## src/rtl/itmr_pkg.sv

```systemverilog
// Package: shared widths, address bit positions and divider codes for the
// interval timer. Assumes a 5-bit register address and an 8-bit data path.
package itmr_pkg;
    localparam int DATA_W  = 8;
    localparam int ADDR_W  = 5;
    localparam int SH_MAX  = 10;            // log2 of the largest divider
    localparam int PHASE_W = SH_MAX;

    // Address bit positions the decode depends on
    localparam int A_BANK  = 4;
    localparam int A_TIMER = 2;
    localparam int A_IEN   = 3;
    localparam int A_FLAG  = 0;

    typedef enum logic [1:0] {
        PS_DIV1    = 2'b00,
        PS_DIV8    = 2'b01,
        PS_DIV64   = 2'b10,
        PS_DIV1024 = 2'b11
    } ps_sel_t;

    // Last phase value before a decrement, per divider code
    function automatic logic [PHASE_W-1:0] last_phase(ps_sel_t s);
        logic [PHASE_W:0] one;
        one = {{PHASE_W{1'b0}}, 1'b1};
        case (s)
            PS_DIV1:    last_phase = '0;
            PS_DIV8:    last_phase = PHASE_W'((one << 3) - 1);
            PS_DIV64:   last_phase = PHASE_W'((one << 6) - 1);
            default:    last_phase = PHASE_W'((one << SH_MAX) - 1);
        endcase
    endfunction
endpackage

```

## src/rtl/itmr_decode.sv

```systemverilog
// Bus decode: turns one strobed access into load / count-read / flag-read
// pulses and extracts the load controls from the address.
// Assumes bus_sel marks exactly one access per cycle it is high.
module itmr_decode
    import itmr_pkg::*;
(
    input  logic              bus_sel,
    input  logic              bus_wr,
    input  logic [ADDR_W-1:0] bus_addr,
    output logic              load_stb,
    output logic              cnt_rd,
    output logic              flg_rd,
    output ps_sel_t           ld_ps,
    output logic              ld_ien
);
    logic timer_hit;

    // Combinational address decode
    always_comb begin
        timer_hit = bus_sel && bus_addr[A_TIMER];
        load_stb  = timer_hit && bus_wr && bus_addr[A_BANK];
        cnt_rd    = timer_hit && !bus_wr && bus_addr[A_BANK];
        flg_rd    = timer_hit && !bus_wr && !bus_addr[A_BANK] && bus_addr[A_FLAG];
        ld_ps     = ps_sel_t'(bus_addr[1:0]);
        ld_ien    = bus_addr[A_IEN];
    end
endmodule

```

## src/rtl/itmr_prescale.sv

```systemverilog
// Prescaler: counts clock-enable ticks and emits a one-cycle step at the
// end of each divider period. Once expired, it steps on every tick.
// Assumes a load restarts the phase at zero.
module itmr_prescale
    import itmr_pkg::*;
(
    input  logic    clk,
    input  logic    rst_n,
    input  logic    tick_en,
    input  logic    load_stb,
    input  ps_sel_t ld_ps,
    input  logic    expired,
    output logic    step
);
    ps_sel_t            ps_q;
    logic [PHASE_W-1:0] phase_q;
    logic               at_end;

    // Decide whether this tick ends a period
    always_comb begin
        at_end = (phase_q == last_phase(ps_q));
        step   = tick_en && !load_stb && (expired || at_end);
    end

    // Hold the divider code and advance the tick phase
    always_ff @(posedge clk) begin
        if (!rst_n) begin
            ps_q    <= PS_DIV1024;
            phase_q <= '0;
        end else if (load_stb) begin
            ps_q    <= ld_ps;
            phase_q <= '0;
        end else if (tick_en && !expired) begin
            phase_q <= at_end ? '0 : phase_q + 1'b1;
        end
    end
endmodule

```

## src/rtl/itmr_count.sv

```systemverilog
// Down-counter: loads on a write, decrements on each prescaler step, and
// marks expiry on the 1-to-0 step. After expiry it wraps freely.
// Assumes load has priority over a step in the same cycle.
module itmr_count
    import itmr_pkg::*;
(
    input  logic              clk,
    input  logic              rst_n,
    input  logic              load_stb,
    input  logic [DATA_W-1:0] load_val,
    input  logic              step,
    output logic [DATA_W-1:0] cnt_q,
    output logic              expired_q,
    output logic              reach_zero
);
    // Detect the step that lands on zero
    always_comb begin
        reach_zero = step && !expired_q && (cnt_q == DATA_W'(1));
    end

    // Count register and expiry state
    always_ff @(posedge clk) begin
        if (!rst_n) begin
            cnt_q     <= '1;
            expired_q <= 1'b0;
        end else if (load_stb) begin
            cnt_q     <= load_val;
            expired_q <= 1'b0;
        end else if (step) begin
            cnt_q <= cnt_q - 1'b1;
            if (reach_zero) expired_q <= 1'b1;
        end
    end
endmodule

```

## src/rtl/itmr_flag.sv

```systemverilog
// Expiry flag and interrupt enable. The flag is set on zero, cleared by a
// flag read or a load; a set in the same cycle as a read wins.
module itmr_flag (
    input  logic clk,
    input  logic rst_n,
    input  logic load_stb,
    input  logic ld_ien,
    input  logic reach_zero,
    input  logic flg_rd,
    output logic flag_q,
    output logic ien_q,
    output logic irq_n
);
    // Active-low interrupt request
    always_comb irq_n = !(flag_q && ien_q);

    // Sticky flag and enable bit
    always_ff @(posedge clk) begin
        if (!rst_n) begin
            flag_q <= 1'b0;
            ien_q  <= 1'b0;
        end else begin
            if (load_stb) ien_q <= ld_ien;
            if (reach_zero)                flag_q <= 1'b1;
            else if (load_stb || flg_rd)   flag_q <= 1'b0;
        end
    end
endmodule

```

## src/rtl/interval_timer.sv

```systemverilog
// Top: prescaled 8-bit interval timer on a simple register bus.
// Assumes tick_en is synchronous to clk. Read data is combinational.
module interval_timer
    import itmr_pkg::*;
(
    input  logic              clk,
    input  logic              rst_n,
    input  logic              tick_en,
    input  logic              bus_sel,
    input  logic              bus_wr,
    input  logic [ADDR_W-1:0] bus_addr,
    input  logic [DATA_W-1:0] bus_wdata,
    output logic [DATA_W-1:0] bus_rdata,
    output logic              irq_n
);
    logic              load_stb, cnt_rd, flg_rd, ld_ien;
    ps_sel_t           ld_ps;
    logic              step, reach_zero;
    logic [DATA_W-1:0] cnt_q;
    logic              expired_q, flag_q, ien_q;

    itmr_decode u_dec (
        .bus_sel(bus_sel), .bus_wr(bus_wr), .bus_addr(bus_addr),
        .load_stb(load_stb), .cnt_rd(cnt_rd), .flg_rd(flg_rd),
        .ld_ps(ld_ps), .ld_ien(ld_ien)
    );

    itmr_prescale u_pre (
        .clk(clk), .rst_n(rst_n), .tick_en(tick_en), .load_stb(load_stb),
        .ld_ps(ld_ps), .expired(expired_q), .step(step)
    );

    itmr_count u_cnt (
        .clk(clk), .rst_n(rst_n), .load_stb(load_stb), .load_val(bus_wdata),
        .step(step), .cnt_q(cnt_q), .expired_q(expired_q),
        .reach_zero(reach_zero)
    );

    itmr_flag u_flg (
        .clk(clk), .rst_n(rst_n), .load_stb(load_stb), .ld_ien(ld_ien),
        .reach_zero(reach_zero), .flg_rd(flg_rd), .flag_q(flag_q),
        .ien_q(ien_q), .irq_n(irq_n)
    );

    // Read data mux
    always_comb begin
        if (cnt_rd)      bus_rdata = cnt_q;
        else if (flg_rd) bus_rdata = {flag_q, {(DATA_W-1){1'b0}}};
        else             bus_rdata = '0;
    end
endmodule

```

## config.mk

```make
export PLATFORM = sky130hd
export DESIGN_NAME = interval_timer
export DESIGN_NICKNAME = d
export VERILOG_FILES = /design/src/rtl/itmr_pkg.sv /design/src/rtl/itmr_decode.sv /design/src/rtl/itmr_prescale.sv /design/src/rtl/itmr_count.sv /design/src/rtl/itmr_flag.sv /design/src/rtl/interval_timer.sv
export SDC_FILE = /design/constraint.sdc
export NUM_CORES = 1
export LEC_CHECK = 0
export BUFFER_PORTS_ARGS = -buffer_cell sky130_fd_sc_hd__buf_2
export CAP_MARGIN = 10
export CORE_MARGIN = 4
export CORE_UTILIZATION = 58
export CTS_CLUSTER_DIAMETER = 80
export DETAILED_ROUTE_END_ITERATION = 6
export GPL_TIMING_DRIVEN = 0
export PLACE_DENSITY_LB_ADDON = 0.1
export SYNTH_ARGS = -nofsm -noshare
export SYNTH_HDL_FRONTEND = slang
export SYNTH_HIERARCHICAL = 1
export SYNTH_SLANG_ARGS = --single-unit
```

## constraint.sdc

```tcl
create_clock -name clk -period 4.3 [get_ports clk]
set_input_delay 0.43 -clock clk [delete_from_list [all_inputs] [get_ports clk]]
set_output_delay 0.43 -clock clk [all_outputs]
set_load 0.1 [all_outputs]
```

After elaboration in Yosys (flattened, before gate mapping)
Index checks and enable logic that the tools add are counted.
- register bits: 23
- input port bits: 18
- output and inout bits: 9
- logic and storage cells: 46
- add/subtract/negate cells: 2
- equal/unequal tests: 4
- mux-type cells: 8
- bitwise gates (word level): 1
- reductions and logical operators: 25
- operator list (operator ; count):
    $mux 8 ; 4
    $pmux 10 s3 ; 1
    $logic_and 1x1->1 ; 13
    $add 10x1->10 const B ; 1
    $eq 10x10->1 ; 1
    $mux 10 ; 1
    $eq 8x1->1 const B ; 1
    $sub 8x1->8 const B ; 1
    $logic_not 1->1 ; 5
    $reduce_bool 2->1 ; 2
    $eq 2x1->1 const B ; 1
    $eq 2x2->1 const B ; 1
    $logic_not 2->1 ; 1
    $logic_or 1x1->1 ; 2
    $mux 1 ; 2
    $reduce_and 2->1 ; 1
    $reduce_or 2->1 ; 1
    $not 1->1 ; 1

Depth between registers and ports, before layout
Gate-level depths: netlist of the first run.
- depth in word-level cells: 9
- gate-level depth with buffers: 10

Cells and area by module
The synthesis of the first run kept the hierarchy.
- by module, submodules not included (module ; instances ; cells each ; area each (um^2)):
    itmr_prescale ; 1 ; 75 ; 663.1
    itmr_count ; 1 ; 63 ; 544.3
    itmr_flag ; 1 ; 7 ; 80.1
    itmr_decode ; 1 ; 8 ; 58.8
    interval_timer ; 1 ; 10 ; 56.3

Worst setup path after synthesis of the first run
OpenSTA, ideal clock, no wires.
- path type: input port to output port
- start point: input port bus_sel
- end point: output port bus_rdata[7]
- arrival time: 2944 ps
- setup slack: 926 ps
- stages on the path: 4
- buffers on the path: 0
- path through: nand2_2 nor4b_2 nand2_1 o21ai_0
- word-level cells in the longest chain between the ends: 6
- elaborated cells between the ends (all ways): 7
- ends and longest elaborated chain (element ; line ; RTL):
    start, declared ; interval_timer.sv:9 ; input logic bus_sel,
    $logic_and 1x1->1 ; itmr_decode.sv:20 ; timer_hit = bus_sel && bus_addr[A_TIMER];
    $logic_and 1x1->1 (3 in a row) ; itmr_decode.sv:23 ; flg_rd = timer_hit && !bus_wr && !bus_addr[A_BANK] && bus_addr[A_FLAG];
    via flg_rd ; interval_timer.sv:16 ; logic load_stb, cnt_rd, flg_rd, ld_ien;
    $mux 8 ; interval_timer.sv:48 ; else if (flg_rd) bus_rdata = {flag_q, {(DATA_W-1){1'b0}}};
    $mux 8 ; interval_timer.sv:47 ; if (cnt_rd) bus_rdata = cnt_q;
    end, declared ; interval_timer.sv:13 ; output logic [DATA_W-1:0] bus_rdata,
The timed path passes the listed nets, and every way through them passes these cells.

Worst setup path after layout of the first run
- start point: register u_pre.ps_q[0]
- end point: register u_cnt.cnt_q[7]
- word-level cells in the longest chain between the ends: 6
- elaborated cells between the ends (all ways): 8
- ends and longest elaborated chain (element ; line ; RTL):
    start, declared ; itmr_prescale.sv:15 ; ps_sel_t ps_q;
    start signal, assigned ; itmr_prescale.sv:31 ; ps_q <= ld_ps;
    $eq 2x2->1 (tied with other cells) ; itmr_pkg.sv:26 ; case (s)
    $pmux 10 s3 (*) ; itmr_pkg.sv:26 ;
    $eq 10x10->1 (*) ; itmr_prescale.sv:21 ; at_end = (phase_q == last_phase(ps_q));
    $logic_or 1x1->1 (*) ; itmr_prescale.sv:22 ; step = tick_en && !load_stb && (expired || at_end);
    $logic_and 1x1->1 (*) ; itmr_prescale.sv:22 ;
    via step ; interval_timer.sv:18 ; logic step, reach_zero;
    $reduce_bool 2->1 (no line) (*) ; -- ;
    end signal, assigned ; itmr_count.sv:27 ; cnt_q <= load_val;
    end signal, assigned ; itmr_count.sv:30 ; cnt_q <= cnt_q - 1'b1;
    end, declared ; itmr_count.sv:12 ; output logic [DATA_W-1:0] cnt_q,
The timed path passes the listed nets; every way through them passes the cells marked *.
A chain may end at the register's enable or synchronous reset.

==> results of run 1 <==
[cell usage in the layout (no fill, tap or decap), types with 5 or more instances in the layout]
| cell type | instances |
|---|---|
| and2_1 | 7 |
| a21oi_1 | 5 |
| nor2_1 | 12 |
| inv_1 | 5 |
| nor2b_1 | 5 |
| nor4_1 | 5 |
| nand3_1 | 5 |
| buf_2 | 24 |
| dfxtp_1 | 23 |
| xnor2_1 | 5 |
| nand2_1 | 17 |
| nand2b_1 | 5 |
[layout make-up]
| cell class | count | area share (%) |
|---|---|---|
| multi-input cells | 127 | 54.9 |
| flip-flops and latches | 23 | 29.0 |
| repair buffers | 24 | 7.58 |
| plain buffers | 8 | 3.31 |
| well taps | 28 | 2.21 |
| clock buffers | 3 | 1.42 |
| inverters | 5 | 1.18 |
| clock inverters | 1 | 0.316 |
[metrics by stage]
step,power (uW),util [%],cells
6_report,379,70.3,219
4_1_cts,381,70.3,219
5_1_grt,399,70.3,219
2_1_floorplan,264,-,163
3_3_place_gp,278,69.1,215
3_5_place_dp,280,69.1,215
[critical path, cell delays in order (launching register included)]
cell and delay, ns:
dfxtp_1 0.41, or4_1 0.60, a211oi_4 0.37, nor2_1 0.10, nor3b_2 0.17, buf_4 0.18
nor4b_1 0.56, a2111oi_0 0.23, and3b_1 0.25
[registers in the layout, indices dropped and copies added, names as in the netlist]
| signal | flops |
|---|---|
| u_flg/ien_q | 1 |
| u_pre/ps_q | 2 |
| u_pre/phase_q | 10 |
| u_flg/flag_q | 1 |
| u_cnt/expired_q | 1 |
| u_cnt/cnt_q | 8 |
[logic make-up (layout without fill, tap and decap cells)]
family / Yosys count / after routing
and+or+nand+nor: 85 / 85
buffers and inverters: 13 / 41
xor gates and xnor gates: 8 / 8
adders and majority gates: 3 / 3
DFF: 23 / 23
AOI/OAI and AO/OA: 27 / 27
muxes: 4 / 4
[power by group through the flow]
stage               clock network, uW  logic, uW  registers [uW]
global route                      118       58.4             223
global placement                    0       51.9             226
finish                            103       54.0             222
floorplan                           0       38.4             225
CTS                               105       53.9             222
detailed placement                  0       53.7             227
[path summary, 6_finish.rpt]
path | slack (ns) | depth (start not counted) | start | to
min | 0.34 | 3 | bus_wdata[1] | u_cnt/cnt_q[1]$_SDFFE_PN1P_
min reg2reg | 0.51 | 2 | u_pre/phase_q[1]$_SDFFE_PP0P_ | u_pre/phase_q[1]$_SDFFE_PP0P_
max reg2reg | 1.38 | 8 | u_pre/ps_q[0]$_SDFFE_PN1P_ | u_cnt/cnt_q[7]$_SDFFE_PN1P_
max | 1.38 | 8 | u_pre/ps_q[0]$_SDFFE_PN1P_ | u_cnt/cnt_q[7]$_SDFFE_PN1P_
[per-layer routing]
metal  vias to the layer above  GRT usage [%]  routed length, um
met4                         0           9.93                 40
met2                        61           31.5               1470
li1                        639              -                  -
met1                       604           26.8               1400
met5                         -              0                  0
met3                         6           3.39                269
==> flow_summary.toml, run 1 <==
[power_and_ir_drop]
seqPwrFrac_pct = 58.6
p_sw_uw = 108
intPower_uw = 271
peakVddDrop_mv = 0.163
pwr-share-clk_pct = 27.2
p_per_area_mw_per_mm2 = 239
power_frac_comb_pct = 14.2
p_leak_uw = 0.000624
swShare_pct = 28.5

[job]
cap_viol_max_count = 0

[detailed_routing]
drc = 0
drt-pass1-iter-count = 4
wire_per_inst_um = 14.5
drt-initial-drc-count = 65
drt.antenna.violating_nets = 0
routed_wl_mm = 3.18
vias = 1310
via_per_inst = 5.98

[synthesis]
synthCells = 163
ys_top_cells_by_count = "dfxtp_1 (23), nand2_1 (17), nor2_1 (12)"
synth_seq_area_share_pct = 32.8
syn-cell-area_sq_mm = 0.00140
synth_cell_types = 51
synthFlopType = "dfxtp_1"
synth_edf_count = 0
synth_xor_area_share_pct = 5.00
ys_top_cells_by_area = "dfxtp_1 (33%), nand2_1 (4.5%), nor2_1 (3.2%), and2_1 (3.1%), xnor2_1 (3.1%)"
synthSimpleGateAreaFrac_pct = 36.6
synthMuxAreaShare_pct = 2.85
synth.most_common_cell = "dfxtp_1"
synth_top_area_share_pct = 32.8
synth_top_family_by_area = "simple AND/OR/NAND/NOR gates"
synthArstFlopShare_pct = 0
synth_top_area_cell = "dfxtp_1"
postSynthAreaPerCell_sq_um = 8.60
synth_compound_area_share_pct = 15.0
synth-seq-cells = 23
synthAdderAreaFrac_pct = 2.68
synthesis.nets = 184
yosysWarnings = 6

[global_route]
grt_use_total_pct = 20.2
grt_pass1_wl_mm = 5.28
grt_pass1_vias = 1239
grt_remaining_overflow = 0
grt_antenna_before_repair = 0
grt_max_degree = 14

[clock_tree]
hold_buffers = 0
cts_buffers = 3
worstSkewPairLatency_ns = 0.31
ctsResizeCount = 0
cts_tree = "built"
clock-root-buffer = "clkbuf_4"
htreeDepth = 1
postCtsSetupRepairBufs = 0
clockBufferDepth = 2
clkSinkCount = 23
path_clk_slew_ns = 0.13

[sta]
fmax_mhz = 343
hold_slack_ns = 0.336
tightest_slew_ns = 0.817
slew_viol_final = 0
layout_setup_ws_ns = 1.38
min_period_over_period_pct = 67.9
hold_viol = 0
skew_ns = 0.000799
setup_viol = 0
max_slew_margin_pct = 45.4
rsz0062_at_grt = "false"
fin_crit_ns = 2.92
setup_tns_ns = 0

[place]
pre_cts_ws_ns = 1.53
io_buffer_count = 24
hpwl_mm = 2.37
place_congestion = 0.863
place_area_sq_mm = 0.00156

[cells_and_area]
drive_above_1_share_pct = 23.6
fin_area_sq_mm = 0.00159
seq_area_sq_um = 460
multiInputGateArea_sq_um = 871
fin_nets = 213
n_antenna_cell = 0
fill_cells = 198
area_delta_synth_final_pct = 13.0

[critical_path]
arrival_ns = 3.19
end_kind = "register"
critPathMaxFanout = 10
path_class = "register to register"
required_ns = 4.57
startpoint_type = "register"

[floorplanning]
io_pins = 27
die_h_um = 57.2
initial_core_util_pct = 62.2
core_area_sq_mm = 0.00225
die_w_um = 57.2
die_area_sq_mm = 0.00327
rows = 17

[min_path]
hp-class = "primary input to register"

[run_status]
status = "finished, final reports clean"
Power figures use the tool's default switching activity.
==> inputs of run 2 (changes only) <==
--- a/config.mk
+++ b/config.mk
@@ -8,7 +8,7 @@
 export BUFFER_PORTS_ARGS = -buffer_cell sky130_fd_sc_hd__buf_2
 export CAP_MARGIN = 10
 export CORE_MARGIN = 4
-export CORE_UTILIZATION = 58
+export CORE_UTILIZATION = 49
 export CTS_CLUSTER_DIAMETER = 80
 export DETAILED_ROUTE_END_ITERATION = 6
 export GPL_TIMING_DRIVEN = 0
==> constraint.sdc (replaced) <==
create_clock -name clk -period 2.5 [get_ports clk]
set_input_delay 0.25 -clock clk [delete_from_list [all_inputs] [get_ports clk]]
set_output_delay 0.25 -clock clk [all_outputs]
set_load 0.1 [all_outputs]
==> run 2 against run 1 <==
  * Routed wire length fell by 1.3%
  * First-iteration DRC count rose by 35%
  * Register-to-register slack got worse by 1.3 ns
  * Total power rose by 70%
  * Global-route usage fell by 2.6 points
  * Core utilization fell by 11 points
  * Die area rose by 16%
  * Worst hold slack got worse by 0.18 ns
  * Setup slack got worse by 1.3 ns
  * Critical path type unchanged
==> flow_summary.toml, run 2 (synthesis gave the netlist of run 1 again) <==
[critical_path]
arrival_ns = 2.59
critPathSlowestCell = "or4_1"
max_stage_delay_ns = 0.45
path_class = "register to register"
crit_cells = 10
end_kind = "register"
critPathMaxFanout = 9
startpoint_type = "register"
ff2ff_path_depth = 10
critical_path.most_common_cell = "buf_6"
r2r-start = "u_pre/ps_q[1]$_SDFFE_PN1P_"
regToRegEndpoint = "u_cnt/cnt_q[7]$_SDFFE_PN1P_"
required_ns = 2.72
reg2reg_setup_slack_ns = 0.13
path_cells = "buf_6 > nor2b_1 > or4_1 > a211oi_4 > nor2_1 > nor3b_2 > buf_6 > nor4b_4 > nand4_1 > and3b_1"
crit_buf_inv = 2
crit_family = "simple AND/OR/NAND/NOR gates"

[global_route]
grt_pass1_vias = 1140
grt_use_total_pct = 17.5
grt_remaining_overflow = 0
grt_antenna_before_repair = 0
grt_pass1_wl_mm = 4.95
grt_max_degree = 14

[detailed_routing]
via_per_inst = 5.75
wire_per_inst_um = 13.9
drt-initial-drc-count = 88
drt.antenna.violating_nets = 0
drt-pass1-iter-count = 4
vias = 1293
drc = 0
routed_wl_mm = 3.14

[sta]
setup_viol = 0
slew_viol_final = 0
rsz0062_at_grt = "false"
fmax_mhz = 422
setup_tns_ns = 0
max_slew_margin_pct = 39.0
hold_viol = 0
hold_slack_ns = 0.160
tightest_slew_ns = 0.913
min_period_over_period_pct = 94.9
skew_ns = 0.00604
fin_crit_ns = 2.37

[cells_and_area]
reg.largest.list = "u_pre/phase_q x10, u_cnt/cnt_q x8, u_pre/ps_q x2"
regMostFlops = "u_pre/phase_q"
fill_cells = 276
multiInputGateArea_sq_um = 886
final_cell_mix = "buf_2 (24), dfxtp_1 (21), nand2_1 (17)"
seq_area_sq_um = 463
mostFrequentLayoutCell = "buf_2"
largest_register_ffs = 10
area_delta_synth_final_pct = 16.4
n_antenna_cell = 0
drive_above_1_share_pct = 26.3
fin_nets = 216

[power_and_ir_drop]
seqPwrFrac_pct = 59.4
p_sw_uw = 178
swShare_pct = 27.6
intPower_uw = 466
p_leak_uw = 0.000659
power_frac_comb_pct = 14.4
pwr-share-clk_pct = 26.2
p_per_area_mw_per_mm2 = 394
peakVddDrop_mv = 0.354

[clock_tree]
worstSkewPairLatency_ns = 0.30
clock-root-buffer = "clkbuf_4"
cts_tree = "built"
clkSinkCount = 23
clockBufferDepth = 2
cts_buffers = 3
hold_buffers = 0
path_clk_slew_ns = 0.13
htreeDepth = 1

[floorplanning]
rows = 19
io_pins = 27
core_area_sq_mm = 0.00276
initial_core_util_pct = 50.9
die_h_um = 61.5
die_area_sq_mm = 0.00378
die_w_um = 61.5

[run_status]
status = "finished, final reports clean"

[place]
place_congestion = 0.834
hpwl_mm = 2.35
io_buffer_count = 24

[min_path]
min_to = "u_pre/ps_q[1]$_SDFFE_PN1P_"
hp-class = "primary input to register"
whs_path_depth = 3
min_from = "bus_addr[1]"

[job]
cap_viol_max_count = 0
-- run 2: cell count changes in the layout (fill, tap and decap cells not counted), sizes merged --
| cell | before | now |
|---|---|---|
| buf | 29 | 32 |
-- run 2: area by class of cell --
cell class	count	share of cell area, %
clock buffer	3	1.38
buffer	8	3.45
timing repair buffer	27	8.74
tap	31	2.38
sequential	23	28.4
inverter	5	1.15
clock inverter	1	0.307
multi-input combinational	127	54.3
-- run 2: worst max-delay path by stage --
| stage | startpoint | to |
|---|---|---|
| after floorplan | u_pre/ps_q[1]$_SDFFE_PN1P_ | u_cnt/cnt_q[7]$_SDFFE_PN1P_ |
| after global routing | u_pre/ps_q[1]$_SDFFE_PN1P_ | u_cnt/cnt_q[7]$_SDFFE_PN1P_ |
| final | u_pre/ps_q[1]$_SDFFE_PN1P_ | u_cnt/cnt_q[7]$_SDFFE_PN1P_ |
| after global placement | u_pre/ps_q[1]$_SDFFE_PN1P_ | u_cnt/cnt_q[7]$_SDFFE_PN1P_ |
| after CTS | u_pre/ps_q[0]$_SDFFE_PN1P_ | u_cnt/cnt_q[7]$_SDFFE_PN1P_ |
| after detailed placement | u_pre/ps_q[1]$_SDFFE_PN1P_ | u_cnt/cnt_q[7]$_SDFFE_PN1P_ |
-- run 2: per-stage QoR --
step	total power, uW	std cells	utilization, %	instance area, sq um	setup slack [ns]
global placement	479	218	56.6	1560	-0.282
global route	677	225	59.2	1630	0.0138
finish	644	225	59.2	1630	0.128
CTS	654	223	58.4	1610	0.0898
floorplan	454	163	-	1400	0.0350
detailed placement	482	218	56.6	1560	-0.364
-- run 2: power by group through the flow --
stage                     registers, uW  logic, uW  clock network (uW)
after global routing                384        100                 193
after global placement              390       89.9                   0
after floorplan                     388       66.1                   0
after detailed placement            390       92.4                   0
final                               383       92.6                 169
after CTS                           382       92.8                 179
-- run 2: worst reg2reg max path, stage by stage, from the launching register on --
cell,delay [ns]
dfxtp_1,0.35
buf_6,0.13
nor2b_1,0.05
or4_1,0.45
a211oi_4,0.29
nor2_1,0.08
nor3b_2,0.18
buf_6,0.14
nor4b_4,0.28
nand4_1,0.14
and3b_1,0.20
-- run 2: per-layer routing --
metal | share of wire, % | track usage (%)
met1 | 41 | 18.0
met2 | 54 | 34.2
met3 | 2.9 | 2.73
met4 | 1.7 | 7.58
met5 | 0 | 0
-- run 2: timing repair --
| action | 4_1_cts | 5_1_grt |
|---|---|---|
| cloned | 0 | 0 |
| pin swaps | 1 | 2 |
| setup buffers | 1 | 2 |
| gates resized for setup | 2 | 3 |
| setup endpoints to repair | 2 | 3 |
==> inputs of run 3 (changes only) <==
--- a/config.mk
+++ b/config.mk
@@ -12,7 +12,7 @@
 export CTS_CLUSTER_DIAMETER = 80
 export DETAILED_ROUTE_END_ITERATION = 6
 export GPL_TIMING_DRIVEN = 0
-export PLACE_DENSITY_LB_ADDON = 0.1
+export PLACE_DENSITY = 0.77
 export SYNTH_ARGS = -nofsm -noshare
 export SYNTH_HDL_FRONTEND = slang
 export SYNTH_HIERARCHICAL = 1
==> run 3 against run 2 <==
  * Non-clock buffer count fell by 1
  * Clock power barely moved
  * Cell area fell by 0.77%
  * Via count fell by 2.3%
  * Combinational power rose by 0.4%
  * Core utilization fell by 0.45 points
  * Global-route usage rose by 0.59 points
  * Sequential power barely moved
  * Clock skew barely moved
  * Die area did not move
  * Sequential cell count did not move
  * Critical path type unchanged
  * Highest routed layer unchanged
==> flow_summary.toml, run 3 (synthesis gave the netlist of run 1 again) <==
[run_status]
status = "finished, final reports clean"

[floorplanning]
initial_core_util_pct = 50.9
rows = 19
die_h_um = 61.5
die_w_um = 61.5
io_pins = 27
core_area_sq_mm = 0.00276
die_area_sq_mm = 0.00378

[detailed_routing]
drt.antenna.violating_nets = 0
via_per_inst = 5.64
drt-pass1-iter-count = 4
wire_per_inst_um = 13.6
drc = 0
drt-initial-drc-count = 19
routed_wl_mm = 3.04
vias = 1263

[cells_and_area]
mostFrequentLayoutCell = "buf_2"
multiInputGateArea_sq_um = 886
regMostFlops = "u_pre/phase_q"
area_delta_synth_final_pct = 15.5
final_cell_mix = "buf_2 (24), dfxtp_1 (22), nand2_1 (17)"
n_antenna_cell = 0
drive_above_1_share_pct = 25.4
fill_cells = 247
reg.largest.list = "u_pre/phase_q x10, u_cnt/cnt_q x8, u_pre/ps_q x2"
final-instance-count-excl-fill = 224
fin_nets = 215
largest_register_ffs = 10
seq_area_sq_um = 462
fin_area_sq_mm = 0.00162

[sta]
slew_viol_final = 0
tightest_slew_ns = 0.772
max_slew_margin_pct = 48.4
setup_tns_ns = 0
setup_viol = 0
min_period_over_period_pct = 93.7
layout_setup_ws_ns = 0.158
hold_viol = 0
skew_ns = 0.00648
fmax_mhz = 427
fin_crit_ns = 2.34

[global_route]
grt_antenna_before_repair = 0
grt_remaining_overflow = 0
grt_pass1_vias = 1186
grt_pass1_wl_mm = 5.22
grt_use_total_pct = 18.1
grt_max_degree = 14

[clock_tree]
clkSinkCount = 23
htreeDepth = 1
cts_tree = "built"
clock-root-buffer = "clkbuf_4"
clockBufferDepth = 2
worstSkewPairLatency_ns = 0.30
path_clk_slew_ns = 0.13
cts_buffers = 3

[place]
place_congestion = 0.867
place_area_sq_mm = 0.00156
pre_cts_ws_ns = -0.335
dp.cells = 218
io_buffer_count = 24
hpwl_mm = 2.22

[power_and_ir_drop]
pwr-share-clk_pct = 26.3
peakVddDrop_mv = 0.284
intPower_uw = 466
swShare_pct = 27.8
p_sw_uw = 179
seqPwrFrac_pct = 59.3
total_power_uw = 646
p_per_area_mw_per_mm2 = 398
power_frac_comb_pct = 14.4
p_leak_uw = 0.000653

[job]
cap_viol_max_count = 0

[critical_path]
critical_path.most_common_cell = "buf_4"
path_cells = "nor2b_1 > or4_1 > a211oi_4 > nor2_1 > nor3b_2 > buf_4 > nor4b_4 > buf_4 > xnor2_1 > a21oi_1"
critPathSlowestCell = "or4_1"
reg2reg_setup_slack_ns = 0.16
arrival_ns = 2.55
critPathMaxFanout = 10
max_stage_delay_ns = 0.45
end_kind = "register"
startpoint_type = "register"
required_ns = 2.71
path_class = "register to register"

[min_path]
hp-class = "primary input to register"
## run 3: worst paths after layout
kind	from	to	cells after the start
setup reg to reg	u_pre/phase_q[2]$_SDFFE_PP0P_	u_cnt/cnt_q[3]$_SDFFE_PN1P_	10
setup / recovery	u_pre/phase_q[2]$_SDFFE_PP0P_	u_cnt/cnt_q[3]$_SDFFE_PN1P_	10
hold / removal	bus_wdata[0]	u_cnt/cnt_q[0]$_SDFFE_PN1P_	3
hold reg to reg	u_pre/phase_q[1]$_SDFFE_PP0P_	u_pre/phase_q[1]$_SDFFE_PP0P_	2
## run 3: final cells by class
class                      instances  share of cell area [%]
multi-input combinational        127                    54.7
clock inverter                     1                   0.309
tap                               31                    2.39
clock buffer                       3                    1.39
sequential                        23                    28.5
inverter                           5                    1.16
timing repair buffer              26                    8.34
buffer                             8                    3.24
## run 3: power groups by stage
| stage | combinational [uW] | sequential, uW | clock, uW |
|---|---|---|---|
| floorplan | 66.1 | 388 | 0 |
| global placement | 89.3 | 390 | 0 |
| detailed placement | 92.1 | 390 | 0 |
| CTS | 92.6 | 383 | 178 |
| global route | 101 | 384 | 191 |
| finish | 93.0 | 383 | 170 |
## run 3: per-stage QoR
stage	hold WS [ns]	util, %
6_report	0.155	58.8
5_1_grt	0.148	58.8
4_1_cts	0.141	58.4
3_5_place_dp	0.473	56.6
3_3_place_gp	0.462	56.6
2_1_floorplan	0.312	-
## run 3: repair_timing
action                     4_1_cts  5_1_grt
setup buffers                    1        1
pin swaps                        1        0
hold buffers                     0        0
setup endpoints to repair        2        1
resized for setup                2        1
## run 3: critical path: cells and delay by family, from the launching register on
family          cells  cell delay, ns
compound gates      2            0.32
buf+inv             2            0.35
flops               1            0.39
simple gates        5            1.08
xor+xnor            1            0.11
## run 3: layer usage
layer	GRT usage [%]	wire, um	up-vias
met4	6.67	31	0
met1	24.4	1460	593
met3	2.52	129	4
li1	-	-	642
met2	29.3	1430	24
met5	0	0	-
